File: config.mk
export PLATFORM = sky130hd
export DESIGN_NAME = wdog_window
export DESIGN_NICKNAME = d
export VERILOG_FILES = /design/src/rtl/wdog_pkg.sv /design/src/rtl/wdog_prescaler.sv /design/src/rtl/wdog_cfg.sv /design/src/rtl/wdog_counter.sv /design/src/rtl/wdog_window.sv
export SDC_FILE = /design/constraint.sdc
export NUM_CORES = 1
export LEC_CHECK = 0
export BUFFER_PORTS_ARGS = -buffer_cell sky130_fd_sc_hd__buf_4
export CAP_MARGIN = 20
export CORE_MARGIN = 3
export CORE_UTILIZATION = 55
export DETAILED_ROUTE_END_ITERATION = 8
export HOLD_SLACK_MARGIN = 0.05
export PLACE_DENSITY = 0.86
export SETUP_SLACK_MARGIN = 0.02
export SKIP_LAST_GASP = 1
export SLEW_MARGIN = 10
export SYNTH_ARGS = -nofsm -noshare
export SYNTH_HDL_FRONTEND = slang
export SYNTH_SLANG_ARGS = --single-unit
File: constraint.sdc
create_clock -name clk -period 6.1 [get_ports clk]
set_clock_uncertainty 0.1 [all_clocks]
set_input_delay 0.305 -clock clk [delete_from_list [all_inputs] [get_ports clk]]
set_output_delay 0.305 -clock clk [all_outputs]
set_load 0.01 [all_outputs]
File: src/rtl/wdog_pkg.sv
package wdog_pkg;
  localparam int KEY_W = 16;
  localparam logic [KEY_W-1:0] UNLOCK_KEY = 16'hC3A5;
  localparam logic [KEY_W-1:0] KICK_KEY   = 16'h7E81;

  typedef enum logic [2:0] {
    EV_IDLE,
    EV_DEC,
    EV_UNDER,
    EV_KICK,
    EV_EARLY
  } wdog_ev_e;
endpackage

File: src/rtl/wdog_prescaler.sv
module wdog_prescaler #(
  parameter int PSC_W = 3
) (
  input  logic             clk,
  input  logic             rst_n,
  input  logic             tick_i,
  input  logic             halt_i,
  input  logic             clr_i,
  input  logic [PSC_W-1:0] sel_i,
  output logic             stb_o
);
  localparam int DIV_W = (1 << PSC_W) - 1;

  logic [DIV_W-1:0] div_q;
  logic [DIV_W-1:0] mask;
  logic             tick_ok;

  assign mask    = ~({DIV_W{1'b1}} << sel_i);
  assign tick_ok = tick_i && !halt_i;
  assign stb_o   = tick_ok && (div_q == mask);

  always_ff @(posedge clk or negedge rst_n) begin
    if (!rst_n) begin
      div_q <= '0;
    end else if (clr_i || stb_o) begin
      div_q <= '0;
    end else if (tick_ok) begin
      div_q <= div_q + 1'b1;
    end
  end

  // the divider never runs past the selected terminal count
  p_div_bound_r3: assert property (@(posedge clk) disable iff (!rst_n)
    1'b1 |=> ((div_q & ~mask) == '0) || $changed(sel_i));
endmodule

File: src/rtl/wdog_cfg.sv
module wdog_cfg #(
  parameter int CNT_W = 12,
  parameter int PSC_W = 3
) (
  input  logic                      clk,
  input  logic                      rst_n,
  input  logic                      rld_we_i,
  input  logic [CNT_W-1:0]          rld_val_i,
  input  logic                      dlt_we_i,
  input  logic [CNT_W-1:0]          dlt_val_i,
  input  logic                      psc_we_i,
  input  logic [PSC_W-1:0]          psc_val_i,
  input  logic                      lock_we_i,
  input  logic [wdog_pkg::KEY_W-1:0] lock_key_i,
  output logic [CNT_W-1:0]          reload_o,
  output logic [CNT_W-1:0]          delta_o,
  output logic [PSC_W-1:0]          psc_o,
  output logic                      psc_wr_o
);
  import wdog_pkg::*;

  logic locked_q;

  assign psc_wr_o = psc_we_i && !locked_q;

  always_ff @(posedge clk or negedge rst_n) begin
    if (!rst_n) begin
      locked_q <= 1'b1;
      reload_o <= {CNT_W{1'b1}};
      delta_o  <= {CNT_W{1'b1}};
      psc_o    <= '0;
    end else begin
      if (rld_we_i && !locked_q) reload_o <= rld_val_i;
      if (dlt_we_i && !locked_q) delta_o  <= dlt_val_i;
      if (psc_wr_o)              psc_o    <= psc_val_i;
      if (lock_we_i)             locked_q <= (lock_key_i != UNLOCK_KEY);
    end
  end

  // while locked, configuration holds
  p_locked_hold_r9: assert property (@(posedge clk) disable iff (!rst_n)
    locked_q |=> $stable({reload_o, delta_o, psc_o}));
endmodule

File: src/rtl/wdog_counter.sv
module wdog_counter #(
  parameter int CNT_W = 12
) (
  input  logic                       clk,
  input  logic                       rst_n,
  input  logic                       stb_i,
  input  logic                       kick_i,
  input  logic [wdog_pkg::KEY_W-1:0] kick_key_i,
  input  logic [CNT_W-1:0]           reload_i,
  input  logic [CNT_W-1:0]           delta_i,
  output logic [CNT_W-1:0]           cnt_o,
  output logic                       rst_req_o,
  output logic                       kick_ok_o
);
  import wdog_pkg::*;

  wdog_ev_e ev;

  assign kick_ok_o = kick_i && (kick_key_i == KICK_KEY);

  always_comb begin
    ev = EV_IDLE;
    if (kick_ok_o) begin
      ev = (cnt_o > delta_i) ? EV_EARLY : EV_KICK;
    end else if (stb_i) begin
      ev = (cnt_o == '0) ? EV_UNDER : EV_DEC;
    end
  end

  always_ff @(posedge clk or negedge rst_n) begin
    if (!rst_n) begin
      cnt_o     <= {CNT_W{1'b1}};
      rst_req_o <= 1'b0;
    end else begin
      rst_req_o <= 1'b0;
      case (ev)
        EV_DEC:            cnt_o <= cnt_o - 1'b1;
        EV_KICK:           cnt_o <= reload_i;
        EV_UNDER, EV_EARLY: begin
          cnt_o     <= reload_i;
          rst_req_o <= 1'b1;
        end
        default:           cnt_o <= cnt_o;
      endcase
    end
  end

  // accepted decrement lowers the count by one
  p_dec_r2: assert property (@(posedge clk) disable iff (!rst_n)
    stb_i && !kick_ok_o && cnt_o != '0 |=> cnt_o == CNT_W'($past(cnt_o) - 1'b1));
  // decrement at zero raises a reset request
  p_under_r4: assert property (@(posedge clk) disable iff (!rst_n)
    stb_i && !kick_ok_o && cnt_o == '0 |=> rst_req_o);
  // a reset request arrives with the reload value loaded
  p_pulse_reload_r4: assert property (@(posedge clk) disable iff (!rst_n)
    rst_req_o |-> cnt_o == $past(reload_i));
  // in-window kick gives no reset
  p_inwin_r5: assert property (@(posedge clk) disable iff (!rst_n)
    kick_ok_o && cnt_o <= delta_i |=> !rst_req_o && cnt_o == $past(reload_i));
  // early kick gives a reset
  p_early_r6: assert property (@(posedge clk) disable iff (!rst_n)
    kick_ok_o && cnt_o > delta_i |=> rst_req_o);
  // wrong key is ignored
  p_badkey_r7: assert property (@(posedge clk) disable iff (!rst_n)
    kick_i && !kick_ok_o && !stb_i |=> $stable(cnt_o) && !rst_req_o);
endmodule

File: src/rtl/wdog_window.sv
module wdog_window #(
  parameter int CNT_W = 12,
  parameter int PSC_W = 3
) (
  input  logic                       clk,
  input  logic                       rst_n,
  input  logic                       tick_i,
  input  logic                       dbg_halt_i,
  input  logic                       rld_we_i,
  input  logic [CNT_W-1:0]           rld_val_i,
  input  logic                       dlt_we_i,
  input  logic [CNT_W-1:0]           dlt_val_i,
  input  logic                       psc_we_i,
  input  logic [PSC_W-1:0]           psc_val_i,
  input  logic                       lock_we_i,
  input  logic [wdog_pkg::KEY_W-1:0] lock_key_i,
  input  logic                       kick_i,
  input  logic [wdog_pkg::KEY_W-1:0] kick_key_i,
  output logic [CNT_W-1:0]           count_o,
  output logic                       rst_req_o
);
  logic [CNT_W-1:0] reload;
  logic [CNT_W-1:0] delta;
  logic [PSC_W-1:0] psc;
  logic             psc_wr;
  logic             stb;
  logic             kick_ok;

  wdog_cfg #(.CNT_W(CNT_W), .PSC_W(PSC_W)) u_cfg (
    .clk        (clk),
    .rst_n      (rst_n),
    .rld_we_i   (rld_we_i),
    .rld_val_i  (rld_val_i),
    .dlt_we_i   (dlt_we_i),
    .dlt_val_i  (dlt_val_i),
    .psc_we_i   (psc_we_i),
    .psc_val_i  (psc_val_i),
    .lock_we_i  (lock_we_i),
    .lock_key_i (lock_key_i),
    .reload_o   (reload),
    .delta_o    (delta),
    .psc_o      (psc),
    .psc_wr_o   (psc_wr)
  );

  wdog_prescaler #(.PSC_W(PSC_W)) u_psc (
    .clk    (clk),
    .rst_n  (rst_n),
    .tick_i (tick_i),
    .halt_i (dbg_halt_i),
    .clr_i  (psc_wr || kick_ok),
    .sel_i  (psc),
    .stb_o  (stb)
  );

  wdog_counter #(.CNT_W(CNT_W)) u_cnt (
    .clk        (clk),
    .rst_n      (rst_n),
    .stb_i      (stb),
    .kick_i     (kick_i),
    .kick_key_i (kick_key_i),
    .reload_i   (reload),
    .delta_i    (delta),
    .cnt_o      (count_o),
    .rst_req_o  (rst_req_o),
    .kick_ok_o  (kick_ok)
  );

  // debug halt freezes the count unless a valid kick arrives
  p_halt_freeze_r8: assert property (@(posedge clk) disable iff (!rst_n)
    dbg_halt_i && !kick_ok |=> $stable(count_o) && !rst_req_o);
endmodule

# --- Word-level counts from Yosys, hierarchy flattened ---
# Index checks and enable logic that the tools add are counted.
# Widths: inputs -> output; s select.
totals:
  reg_bits: 48
  in_bits: 68
  out_inout_bits: 13
  wordCells: 42
classes:
  n_addsub: 2
  order_cmp: 1
  eq_ne: 7
  n_shift: 1
  mux: 8
  bitwise: 1
  reduce_logical: 15
op_table:
  columns: ["cell", "count"]
  rows:
  - ["$pmux 12 s2", 1]
  - ["$eq 16x15->1 const B", 1]
  - ["$ne 16x16->1 const B", 1]
  - ["$mux 7", 2]
  - ["$gt 12x12->1", 1]
  - ["$logic_not 12->1", 1]
  - ["$sub 12x1->12 const B", 1]
  - ["$mux 3", 3]
  - ["$add 7x1->7 const B", 1]
  - ["$eq 7x7->1", 1]
  - ["$not 7->7", 1]
  - ["$shl 7x3->7 const A", 1]
  - ["$eq 3x2->1 const B", 2]
  - ["$logic_and 1x1->1", 6]
  - ["$reduce_bool 2->1", 2]
  - ["$eq 3x1->1 const B", 1]
  - ["$eq 3x3->1 const B", 1]
  - ["$reduce_or 3->1", 1]
  - ["$logic_not 1->1", 2]
  - ["$logic_or 1x1->1", 2]
  - ["$mux 2", 1]
  - ["$reduce_or 2->1", 1]
  - ["$mux 1", 1]

# --- Longest topological paths before layout ---
# Gate-level depths: netlist (run 1).
depth:
  depth_word: 9
  mapped_depth: 10
  depth_no_buf: 8

# --- By module ---
# From an unflattened synthesis (run 1), not the netlist that was laid out.
hier_totals:
  hier_cells: 280
  hier_area_um2: 3019.1
by_module_without_submodules:
  columns: ["mod", "instances", "cells_each", "area_each_um2", "seq_area_each_um2"]
  rows:
  - ["wdog_counter", 1, 151, 1313.8, 340.3]
  - ["wdog_cfg", 1, 67, 1146.1, 732.0]
  - ["wdog_prescaler", 1, 61, 553.0, 175.2]
  - ["wdog_window", 1, 1, 6.3, 0.0]

# --- Least setup slack after synthesis (run 1) ---
# No wires, ideal clock.
synth_path:
  kind: "input-to-reg"
  start: "input port kick_key_i[8] in the netlist's numbering"
  end: "register u_cnt.rst_req_o"
  setup_ns: 0.122
  t_arrival_ns: 2.034
  t_required_ns: 5.878
  path_slack_ns: 3.845
  stages: 6
  path_buffers: 1
  cell_sequence: "nand2b_4 -> or4_4 -> or3_1 -> buf_2 -> or4_1 -> o2111a_1"
synth_between:
  elab_chain_len: 6
  elab_cells_between_ends: 7
  classes_between: "eq/ne: 3; mux: 2; reduce/logical: 2"
synth_rtl:
  columns: ["item", "line", "rtl"]
  rows:
  - ["start: declaration", "wdog_window.sv:18", "input logic [wdog_pkg::KEY_W-1:0] kick_key_i,"]
  - ["$eq 16x15->1 *", "wdog_counter.sv:19", "assign kick_ok_o = kick_i && (kick_key_i == KICK_KEY);"]
  - ["$logic_and 1x1->1 *", "wdog_counter.sv:19", null]
  - ["$mux 3 *", "wdog_counter.sv:23", "if (kick_ok_o) begin"]
  - ["$eq 3x2->1 or $eq 3x3->1 (tied branches)", "wdog_counter.sv:36", "case (ev)"]
  - ["$reduce_or 2->1 *", null, null]
  - ["$mux 1 *", "wdog_counter.sv:36", null]
  - ["end signal: assignment", "wdog_counter.sv:33", "rst_req_o <= 1'b0;"]
  - ["end signal: assignment", "wdog_counter.sv:35", "rst_req_o <= 1'b0;"]
  - ["end signal: assignment", "wdog_counter.sv:41", "rst_req_o <= 1'b1;"]
  - ["end: declaration", "wdog_counter.sv:12", "output logic rst_req_o,"]
# Every way passes the cells marked *; elsewhere a longest branch is shown, timed or not.
# A chain may end at the register's enable or synchronous reset.

# --- Final worst setup path (run 1) ---
layout_path:
  start: "register u_cnt.cnt_o[0]"
  end: "register u_cnt.cnt_o[7]"
layout_between:
  elab_chain_len: 7
  elab_cells_between_ends: 14
  classes_between: "add/sub: 1; order compare: 1; eq/ne: 4; mux: 5; reduce/logical: 3"
layout_rtl:
  columns: ["item", "line", "rtl"]
  rows:
  - ["start: declaration", "wdog_counter.sv:11", "output logic [CNT_W-1:0] cnt_o,"]
  - ["start signal: assignment", "wdog_counter.sv:32", "cnt_o <= {CNT_W{1'b1}};"]
  - ["start signal: assignment", "wdog_counter.sv:37", "EV_DEC: cnt_o <= cnt_o - 1'b1;"]
  - ["start signal: assignment", "wdog_counter.sv:38", "EV_KICK: cnt_o <= reload_i;"]
  - ["branches (longest 7 deep; another with $gt 12x12->1)", null, null]
# Parallel ways; which one is timed is not known.

==> metrics.txt, run 1 <==
EDFF count, synth 0; diode count 0; Initial Util 58.5%; vias per cell 5.75; Root Driver clkbuf_8; Post-Synth XOR/XNOR Area 2.47%; Static Leak 1.66 nW; Setup violations, final 0; post-route cell area 3600 um^2; Critical Path RT 6240 ps; GRT Overall Usage 23.6%; setup ws final 3720 ps; Slew @ Worst Pin 957 ps; die area 6060 um^2; Synth Area in Simple Gates 20.5%; max-cap viol count 0; status finished clean; layout cell share with drive strength beyond 1 41.4%; first-pass GRT wire length 11.4 mm; syn avg cell area 9.68 um^2; # clock sinks 48; post-synthesis sequential area ratio 44.0%; DRC viols 0; row count 25; Multi-input gate area 1480 um^2; dpl cell area 3480 um^2; CTS-repair resized insts 0; dpl cells 428; Worst-path clk slew 90 ps; adder-cell area share of the yosys netlist 6.62%; mux contribution to synthesized area 7.06%; final critical-path share of the clock period 39.0%; crit path DAT 2520 ps; clk buf depth 2; Layout Nets 452; f_max 421 MHz; Sequential cell area 1250 um^2; final hold vios 0; Power, Total 1.22 mW; initial antenna violation count 0; post-synth top area cell dfstp_2; FF+latch count, synth 48; placer's final routability congestion estimate 0.871; H-tree Lvls 2; Skew-Pair Late Insertion Delay 310 ps; type of the worst min-delay path in -> reg; worst setup path start u_cnt.cnt_o[0]$_DFFE_PN1P_; Core Area 4850 um^2; CTS Buf Count 5; CTS tree built; vias in the first global route 2,421; Setup WS pre-CTS 3640 ps; Worst Setup End Kind flip-flop; crit path time final 2380 ps; final setup TNS 0 ps; VDD IR-drop max 0.233 mV; Util after Layout 74.3%; yosys warns 0; max-slew violations 0; pin count of the biggest net entering global routing 49; DR pass1 iterations 4; Synth Net Count 376; routed wire length 6.83 mm; io pins 81; Synth Flop Type dfstp_2; Vert. Die Dim 77.8 um; Pwr Density 340 nW/um^2; top area cells in the synthesized netlist dfstp_2 (34%), dfrtp_1 (9.7%), ha_1 (6.6%); Synth cell types 48; GR Overflow Total 0; Initial DRC Count 133; Antenna Nets Post-Route 0; largest family of logic cells by synthesized area simple AND/OR/NAND/NOR gates; fin cells 437; port bufs 80; WL per Instance 15.6 um; area share of the largest cell type after synthesis 34.3%; RSZ-0062 raised after global routing false; post-synthesis compound-gate area fraction 15.3%; Min-Delay Startpoint dlt_val_i[8]; DR vias 2,512; critical path type reg -> reg; die width 77.8 um; worst r2r src u_cnt.cnt_o[0]$_DFFE_PN1P_; Startpoint Class flip-flop; cells after synthesis 293; worst rel slew slack 36.0%; Mapped Area 2840 um^2; hpwl dp 5.14 mm; fillers 376; WHS 97.9 ps; Async SR Flop Fraction 100%; critical path peak fanout 7; area grow syn2layout 27.0%
cells by family after synthesis:
| kind of cell | after synthesis |
|---|---|
| flops | 48 |
| mux | 18 |
| fa+ha+maj | 15 |
| buf+inv | 30 |
| compound gates | 71 |
| simple gates | 103 |
| xor+xnor | 8 |
report_power, final:
part / total [mW] / switching (mW) / leakage, nW / internal [mW]
logic: 0.468 / 0.244 / 1.07 / 0.224
registers: 0.523 / 0.102 / 0.528 / 0.420
clock network: 0.233 / 0.112 / 0.0585 / 0.122
area by class of cell:
cell class / instances / area share, %
inverter: 16 / 1.67
multi-input combinational: 215 / 41.0
clock buffer: 5 / 1.91
timing repair buffer: 83 / 17.4
clock inverter: 3 / 1.15
sequential: 48 / 34.6
tap: 67 / 2.33
critical path, stage by stage, from the launching register on:
cell and delay, ps:
dfstp_2 420, inv_1 130, ha_1 170, nor4b_1 470
nand3_1 260, nand2_1 130, nand4_1 130, a32o_1 300
a31o_2 210
sequential cells by signal, summed over array words and instances, names as in the netlist:
signal	cells
u_cfg.delta_o	12
u_cnt.rst_req_o	1
u_cnt.cnt_o	12
u_psc.div_q	7
u_cfg.psc_o	3
u_cfg.reload_o	12
u_cfg.locked_q	1
synthesized netlist by cell type (5+ instances only):
cell,number
dfstp_2,37
mux2_2,16
inv_1,16
nor2_1,12
nand2b_1,6
nand2_1,21
a21oi_1,22
nor3_1,11
ha_1,15
a21o_1,6
nand4_1,9
o21ai_0,26
nand3_1,10
clkbuf_1,9
dfrtp_1,11
nor2b_1,6
o31ai_1,5
layer usage:
| metal | share of wire (%) | vias up | track usage, % |
|---|---|---|---|
| li1 | - | 1218 | - |
| met1 | 41 | 1175 | 31.7 |
| met2 | 48 | 111 | 38.6 |
| met3 | 8.8 | 8 | 4.99 |
| met4 | 1.3 | 0 | 6.58 |
| met5 | 0 | - | 0 |
cell usage in the layout (no fill, tap or decap), types with 10 or more instances in the layout:
master / instances
a21oi_1: 22
buf_4: 82
dfrtp_1: 11
dfstp_2: 37
ha_1: 15
inv_1: 16
mux2_2: 16
nand2_1: 21
nand3_1: 10
nor2_1: 12
nor3_1: 11
o21ai_0: 26
repair_timing:
item	4_1_cts	5_1_grt
setup buffers	0	0
hold buffers	1	0
endpoints found under the hold margin	11	0
final timing paths:
path | endpoint | slack (ps) | depth (start not counted)
min in group asynchronous | u_cnt.rst_req_o$_DFF_PN0_ | 450 | 2
max | u_cnt.cnt_o[7]$_DFFE_PN1P_ | 3720 | 8
max in group asynchronous | u_psc.div_q[1]$_DFFE_PN0P_ | 5060 | 2
min | u_cfg.delta_o[8]$_DFFE_PN1P_ | 100 | 3
min reg2reg | u_cfg.delta_o[6]$_DFFE_PN1P_ | 410 | 2
max reg2reg | u_cnt.cnt_o[7]$_DFFE_PN1P_ | 3720 | 8
No activity file was read; power rests on OpenSTA's default activity.
==> run 2, diff against run 1 <==
--- a/config.mk
+++ b/config.mk
@@ -8,10 +8,10 @@
 export BUFFER_PORTS_ARGS = -buffer_cell sky130_fd_sc_hd__buf_4
 export CAP_MARGIN = 20
 export CORE_MARGIN = 3
-export CORE_UTILIZATION = 55
+export CORE_UTILIZATION = 47
 export DETAILED_ROUTE_END_ITERATION = 8
 export HOLD_SLACK_MARGIN = 0.05
-export PLACE_DENSITY = 0.86
+export PLACE_DENSITY = 0.78
 export SETUP_SLACK_MARGIN = 0.02
 export SKIP_LAST_GASP = 1
 export SLEW_MARGIN = 10
==> constraint.sdc (replaced) <==
create_clock -name clk -period 2.07 [get_ports clk]
set_clock_uncertainty 0.1 [all_clocks]
set_input_delay 0.1035 -clock clk [delete_from_list [all_inputs] [get_ports clk]]
set_output_delay 0.1035 -clock clk [all_outputs]
set_load 0.01 [all_outputs]
==> run 2 against run 1 <==
The flow now finishes with violations (setup timing); total power rose to 3.2 times the previous value; sequential cell count did not move; wire length rose by 12%; utilization fell by 1.0 points; global-route usage fell by 2.4 points; non-clock buffer count rose by 49; design area rose by 15%; clock-buffer cell count rose by 2; via count rose by 9.0%.
==> metrics.txt, run 2 (synthesis gave the netlist of run 1 again) <==
status complete, but fails checks; failing checks setup timing; Switching Fraction 37.3%; area grow syn2layout 46.6%; Min-Delay Startpoint dbg_halt_i; diode count 0; die width 83.7 um; P_int 2.43 mW; max-slew violations 0; Layout Nets 503; critical-path cell list clkbuf_2 -> a21bo_2 -> a21oi_1 -> or3_4 -> o31ai_4 -> buf_12 -> a21oi_1 -> a21oi_1; vias in the first global route 2,674; Antenna Nets Post-Route 0; final hold vios 0; R2R cell count 8; fillers 406; post-route cell area 4160 um^2; pin count of the biggest net entering global routing 49; layout cell share with drive strength beyond 1 44.9%; max-cap viol count 0; DR pass1 iterations 4; # clock sinks 48; hpwl dp 5.34 mm; VDD IR-drop max 0.499 mV; RSZ-0062 raised after global routing true; Pwr Density 932 nW/um^2; CP dominant cell by count a21oi_1; NetSw 1.45 mW; Initial DRC Count 212; Static Leak 1.92 nW; type of the worst min-delay path in -> reg; Buf+Inv Stages, Crit Path 2; Crit. path cell count 8; final setup TNS -41.9 ps; first-pass GRT wire length 12.3 mm; Setup violations, final 5; critical path peak fanout 20; critical path type reg -> reg; row count 27; commonest non-fill, non-tap cell in the layout buf_4; crit path time final 2080 ps; setup ws final -13.7 ps; routed wire length 7.65 mm; CTS Buf Count 5; H-tree Lvls 2; DRC viols 0; GR Overflow Total 0; initial antenna violation count 0; top flop regs u_cfg.delta_o x12, u_cfg.reload_o x12, u_cnt.cnt_o x12; Critical Path RT 2210 ps; DR vias 2,737; largest delay contributor family on the critical path compound AO/OA/AOI/OAI gates; dpl cells 448; Power, Total 3.88 mW; Worst-path clk slew 90 ps; worst r2r src u_cfg.psc_o[2]$_DFFE_PN0P_; clk buf depth 2; Initial Util 50.0%; CP max-delay cell dfrtp_2; WL per Instance 15.5 um; port bufs 80; io pins 81; fin cells 493; slowest stage delay, CP 420 ps; Skew-Pair Late Insertion Delay 300 ps; Worst Setup End Kind flip-flop; worst setup path start u_cfg.psc_o[2]$_DFFE_PN0P_; CTS tree built; Root Driver clkbuf_8; Util after Layout 73.3%; Flop pwr share 37.7%; GRT Overall Usage 21.2%; placer's final routability congestion estimate 0.837; crit path DAT 2220 ps; combinational power share 47.0%; Slew @ Worst Pin 938 ps; f_max 480 MHz; die area 7000 um^2; Vert. Die Dim 83.7 um; final critical-path share of the clock period 101%; worst rel slew slack 37.4%; dpl cell area 3620 um^2; RR Endpoint u_cnt.cnt_o[10]$_DFFE_PN1P_; Reg2Reg Setup Slack -10 ps; vias per cell 5.55; clock group share of total power 15.3%; commonest cells after routing, fill and taps aside buf_4 (100), dfstp_2 (37), dlygate4sd3_1 (30); Critical Path End u_cnt.cnt_o[10]$_DFFE_PN1P_; Startpoint Class flip-flop; Core Area 5680 um^2
## run 2: worst min-delay path by stage
stage	slack [ps]	endpoint	depth (start not counted)
CTS	170	u_psc.div_q[0]$_DFFE_PN0P_	5
global route	220	u_psc.div_q[0]$_DFFE_PN0P_	5
floorplan	-290	u_cfg.psc_o[0]$_DFFE_PN0P_	0
detailed placement	50	u_cfg.psc_o[1]$_DFFE_PN0P_	1
finish	200	u_psc.div_q[0]$_DFFE_PN0P_	5
global placement	50	u_cfg.psc_o[0]$_DFFE_PN0P_	1
## run 2: timing repair
item	CTS	global route
buffers inserted	0	5
setup endpoints to repair	18	20
resized for setup	4	14
pin swaps	2	1
hold buffers	30	0
gates cloned	0	2
endpoints found under the hold margin	39	0
## run 2: routing by layer
metal | vias up | part of all wire (%) | GRT usage (%)
met4 | 0 | 1.6 | 6.73
met5 | - | 0 | 0
met1 | 1319 | 43 | 27.1
li1 | 1321 | - | -
met3 | 12 | 5.7 | 4.34
met2 | 85 | 50 | 35.9
## run 2: cell type report
class,instances,area [um^2],share of cell area [%]
Clock buffer,7,86.3,2.08
Inverter,16,60.1,1.44
Tap cell,72,90.1,2.17
Multi-Input combinational cell,217,1590,38.2
Timing Repair Buffer,132,1080,25.9
Clock inverter,1,6.26,0.150
Sequential cell,48,1250,30.1
## run 2: through the flow
stage               hold WS (ps)  setup slack, ps
finish                       201            -13.7
global route                 215             -148
CTS                          173            -19.2
detailed placement          52.8             -129
global placement            48.9             -103
floorplan                   -292            -31.6
## run 2: worst register-to-register path, stage by stage (launching register included)
cell and delay [ps]:
dfrtp_2 420, clkbuf_2 190, a21bo_2 140, a21oi_1 80, or3_4 420, o31ai_4 270, buf_12 190, a21oi_1 80
a21oi_1 130
## run 2: power groups by stage
stage | registers, mW | clock network, mW | logic [mW]
5_1_grt | 1.50 | 0.641 | 2.03
4_1_cts | 1.45 | 0.595 | 1.68
6_report | 1.46 | 0.592 | 1.82
3_3_place_gp | 1.46 | 0 | 1.54
2_1_floorplan | 1.47 | 0 | 0.926
3_5_place_dp | 1.46 | 0 | 1.60
==> run 3, diff against run 2 <==
--- a/config.mk
+++ b/config.mk
@@ -5,11 +5,13 @@
 export SDC_FILE = /design/constraint.sdc
 export NUM_CORES = 1
 export LEC_CHECK = 0
-export BUFFER_PORTS_ARGS = -buffer_cell sky130_fd_sc_hd__buf_4
 export CAP_MARGIN = 20
+export CELL_PAD_IN_SITES_DETAIL_PLACEMENT = 0
+export CELL_PAD_IN_SITES_GLOBAL_PLACEMENT = 1
 export CORE_MARGIN = 3
-export CORE_UTILIZATION = 47
+export CORE_UTILIZATION = 43
 export DETAILED_ROUTE_END_ITERATION = 8
+export DONT_BUFFER_PORTS = 1
 export HOLD_SLACK_MARGIN = 0.05
 export PLACE_DENSITY = 0.78
 export SETUP_SLACK_MARGIN = 0.02
==> run 3 against run 2 <==
The run still ends with setup timing left; wire length shrank 1.9%; final cell count decreased by 12%; die area rose by 8.6%; sequential power increased by 3%; register-to-register slack got worse by 20 ps; sequential cell count stayed put; sequential share of layout area rose by 2.2 points; highest routed layer unchanged; design area decreased by 6.8%; fmax is 1.1% lower; first-iteration DRC count down 44%; setup slack got worse by 23 ps; total power increased by 6.1%.
==> metrics.txt, run 3 (synthesis gave the netlist of run 1 again) <==
diode count 0; Worst Setup End Kind flip-flop; commonest cells after routing, fill and taps aside dfstp_2 (37), buf_4 (32), dlygate4sd3_1 (30); worst rel slew slack 30.0%; max-cap viol count 0; crit path DAT 2230 ps; met3 Usage GRT 4.26%; Core Area 6170 um^2; post-route cell area 3880 um^2; WHS 90.0 ps; vias in the first global route 2,459; R2R cell count 6; GR peak layer met2; Critical Path RT 2190 ps; Setup WS pre-CTS -53.0 ps; final setup TNS -78.0 ps; setup ws final -36.3 ps; met1 Track Usage GR 26.1%; GR Overflow Total 0; Multi-input gate area 1680 um^2; Vert. Die Dim 87.2 um; Util after Layout 62.9%; critical-path cell list nand2b_1 -> a21o_1 -> a221o_1 -> a31oi_1 -> o21ai_0 -> o31ai_1; first-pass GRT wire length 11.8 mm; Initial Util 46.0%; top flop regs u_cfg.delta_o x12, u_cfg.reload_o x12, u_cnt.cnt_o x12; dpl cells 381; routing usage on met2 32.2%; Setup violations, final 3; final hold vios 0; pin count of the biggest net entering global routing 49; Static Leak 1.68 nW; Root Driver clkbuf_8; critical path type reg -> reg; io pins 81; CP max-delay cell dfrtp_1; RSZ-0062 raised after global routing true; DR vias 2,487; type of the worst min-delay path in -> reg; VDD IR-drop max 0.658 mV; Worst-path clk slew 90 ps; Sequential cell area 1250 um^2; port bufs 0; f_max 475 MHz; failing checks setup timing; Startpoint Class flip-flop; fin cells 434; dpl cell area 3090 um^2; critical path peak fanout 4; fillers 506; number of cells on the worst hold path 4; routed wire length 7.50 mm; Buf+Inv Stages, Crit Path 0; Pwr Density 1060 nW/um^2; # clock sinks 48; GRT Overall Usage 19.7%; DR pass1 iterations 4; Layout Nets 441; layout cell share with drive strength beyond 1 39.8%; commonest non-fill, non-tap cell in the layout dfstp_2; max-slew violations 0; area grow syn2layout 36.7%; crit path time final 2110 ps; status complete, but fails checks; WL per Instance 17.3 um; placer's final routability congestion estimate 0.810; clk buf depth 2; initial antenna violation count 0; CTS Buf Count 5; CTS tree built; die width 87.2 um; final critical-path share of the clock period 102%; vias per cell 5.73; Power, Total 4.11 mW; Skew-Pair Late Insertion Delay 310 ps; DRC viols 0; largest delay contributor family on the critical path compound AO/OA/AOI/OAI gates; Crit. path cell count 6; Initial DRC Count 118; H-tree Lvls 2; Antenna Nets Post-Route 0; hpwl dp 5.05 mm; row count 28; die area 7610 um^2; Slew @ Worst Pin 1050 ps; slowest stage delay, CP 450 ps
-- run 3: worst paths after layout --
kind	slack, ps	to	startpoint
worst min register to register	410	u_cfg.delta_o[8]$_DFFE_PN1P_	u_cfg.delta_o[8]$_DFFE_PN1P_
worst max-delay path	-40	u_cnt.cnt_o[0]$_DFFE_PN1P_	u_psc.div_q[5]$_DFFE_PN0P_
min in group asynchronous	220	u_cnt.rst_req_o$_DFF_PN0_	rst_n
worst min-delay path	90	u_psc.div_q[0]$_DFFE_PN0P_	dbg_halt_i
worst max register to register	-40	u_cnt.cnt_o[0]$_DFFE_PN1P_	u_psc.div_q[5]$_DFFE_PN0P_
max in group asynchronous	1380	u_cnt.cnt_o[6]$_DFFE_PN1P_	rst_n
-- run 3: cell type report --
class                   instances  area share, %
clock buffers                   5           1.77
clock inverters                 3           1.77
inverters                      16           1.55
multi-input cells             216           43.4
flip-flops and latches         48           32.2
well taps                      75           2.42
repair buffers                 71           16.8
-- run 3: routing by layer --
| layer | up-vias | share of wire [%] |
|---|---|---|
| met3 | 11 | 7.7 |
| li1 | 1197 | - |
| met1 | 1189 | 43 |
| met5 | - | 0 |
| met2 | 90 | 48 |
| met4 | 0 | 1.4 |
-- run 3: power by group --
group / switching, mW / internal [mW]
Combinational: 0.916 / 0.881
Sequential: 0.268 / 1.24
Clock: 0.327 / 0.486
Total: 1.51 / 2.60
-- run 3: what timing repair did --
action	in CTS	in global routing
endpoints found under the setup margin	19	20
setup buffers	3	8
pin swaps	3	11
resized for setup	15	34
cloned	2	1
hold buffers	31	0
endpoints found under the hold margin	76	0
-- run 3: worst register-to-register path, cell delays in order, from the launching register on --
cell,delay (ps)
dfrtp_1,450
nand2b_1,240
a21o_1,230
a221o_1,340
a31oi_1,400
o21ai_0,180
o31ai_1,90
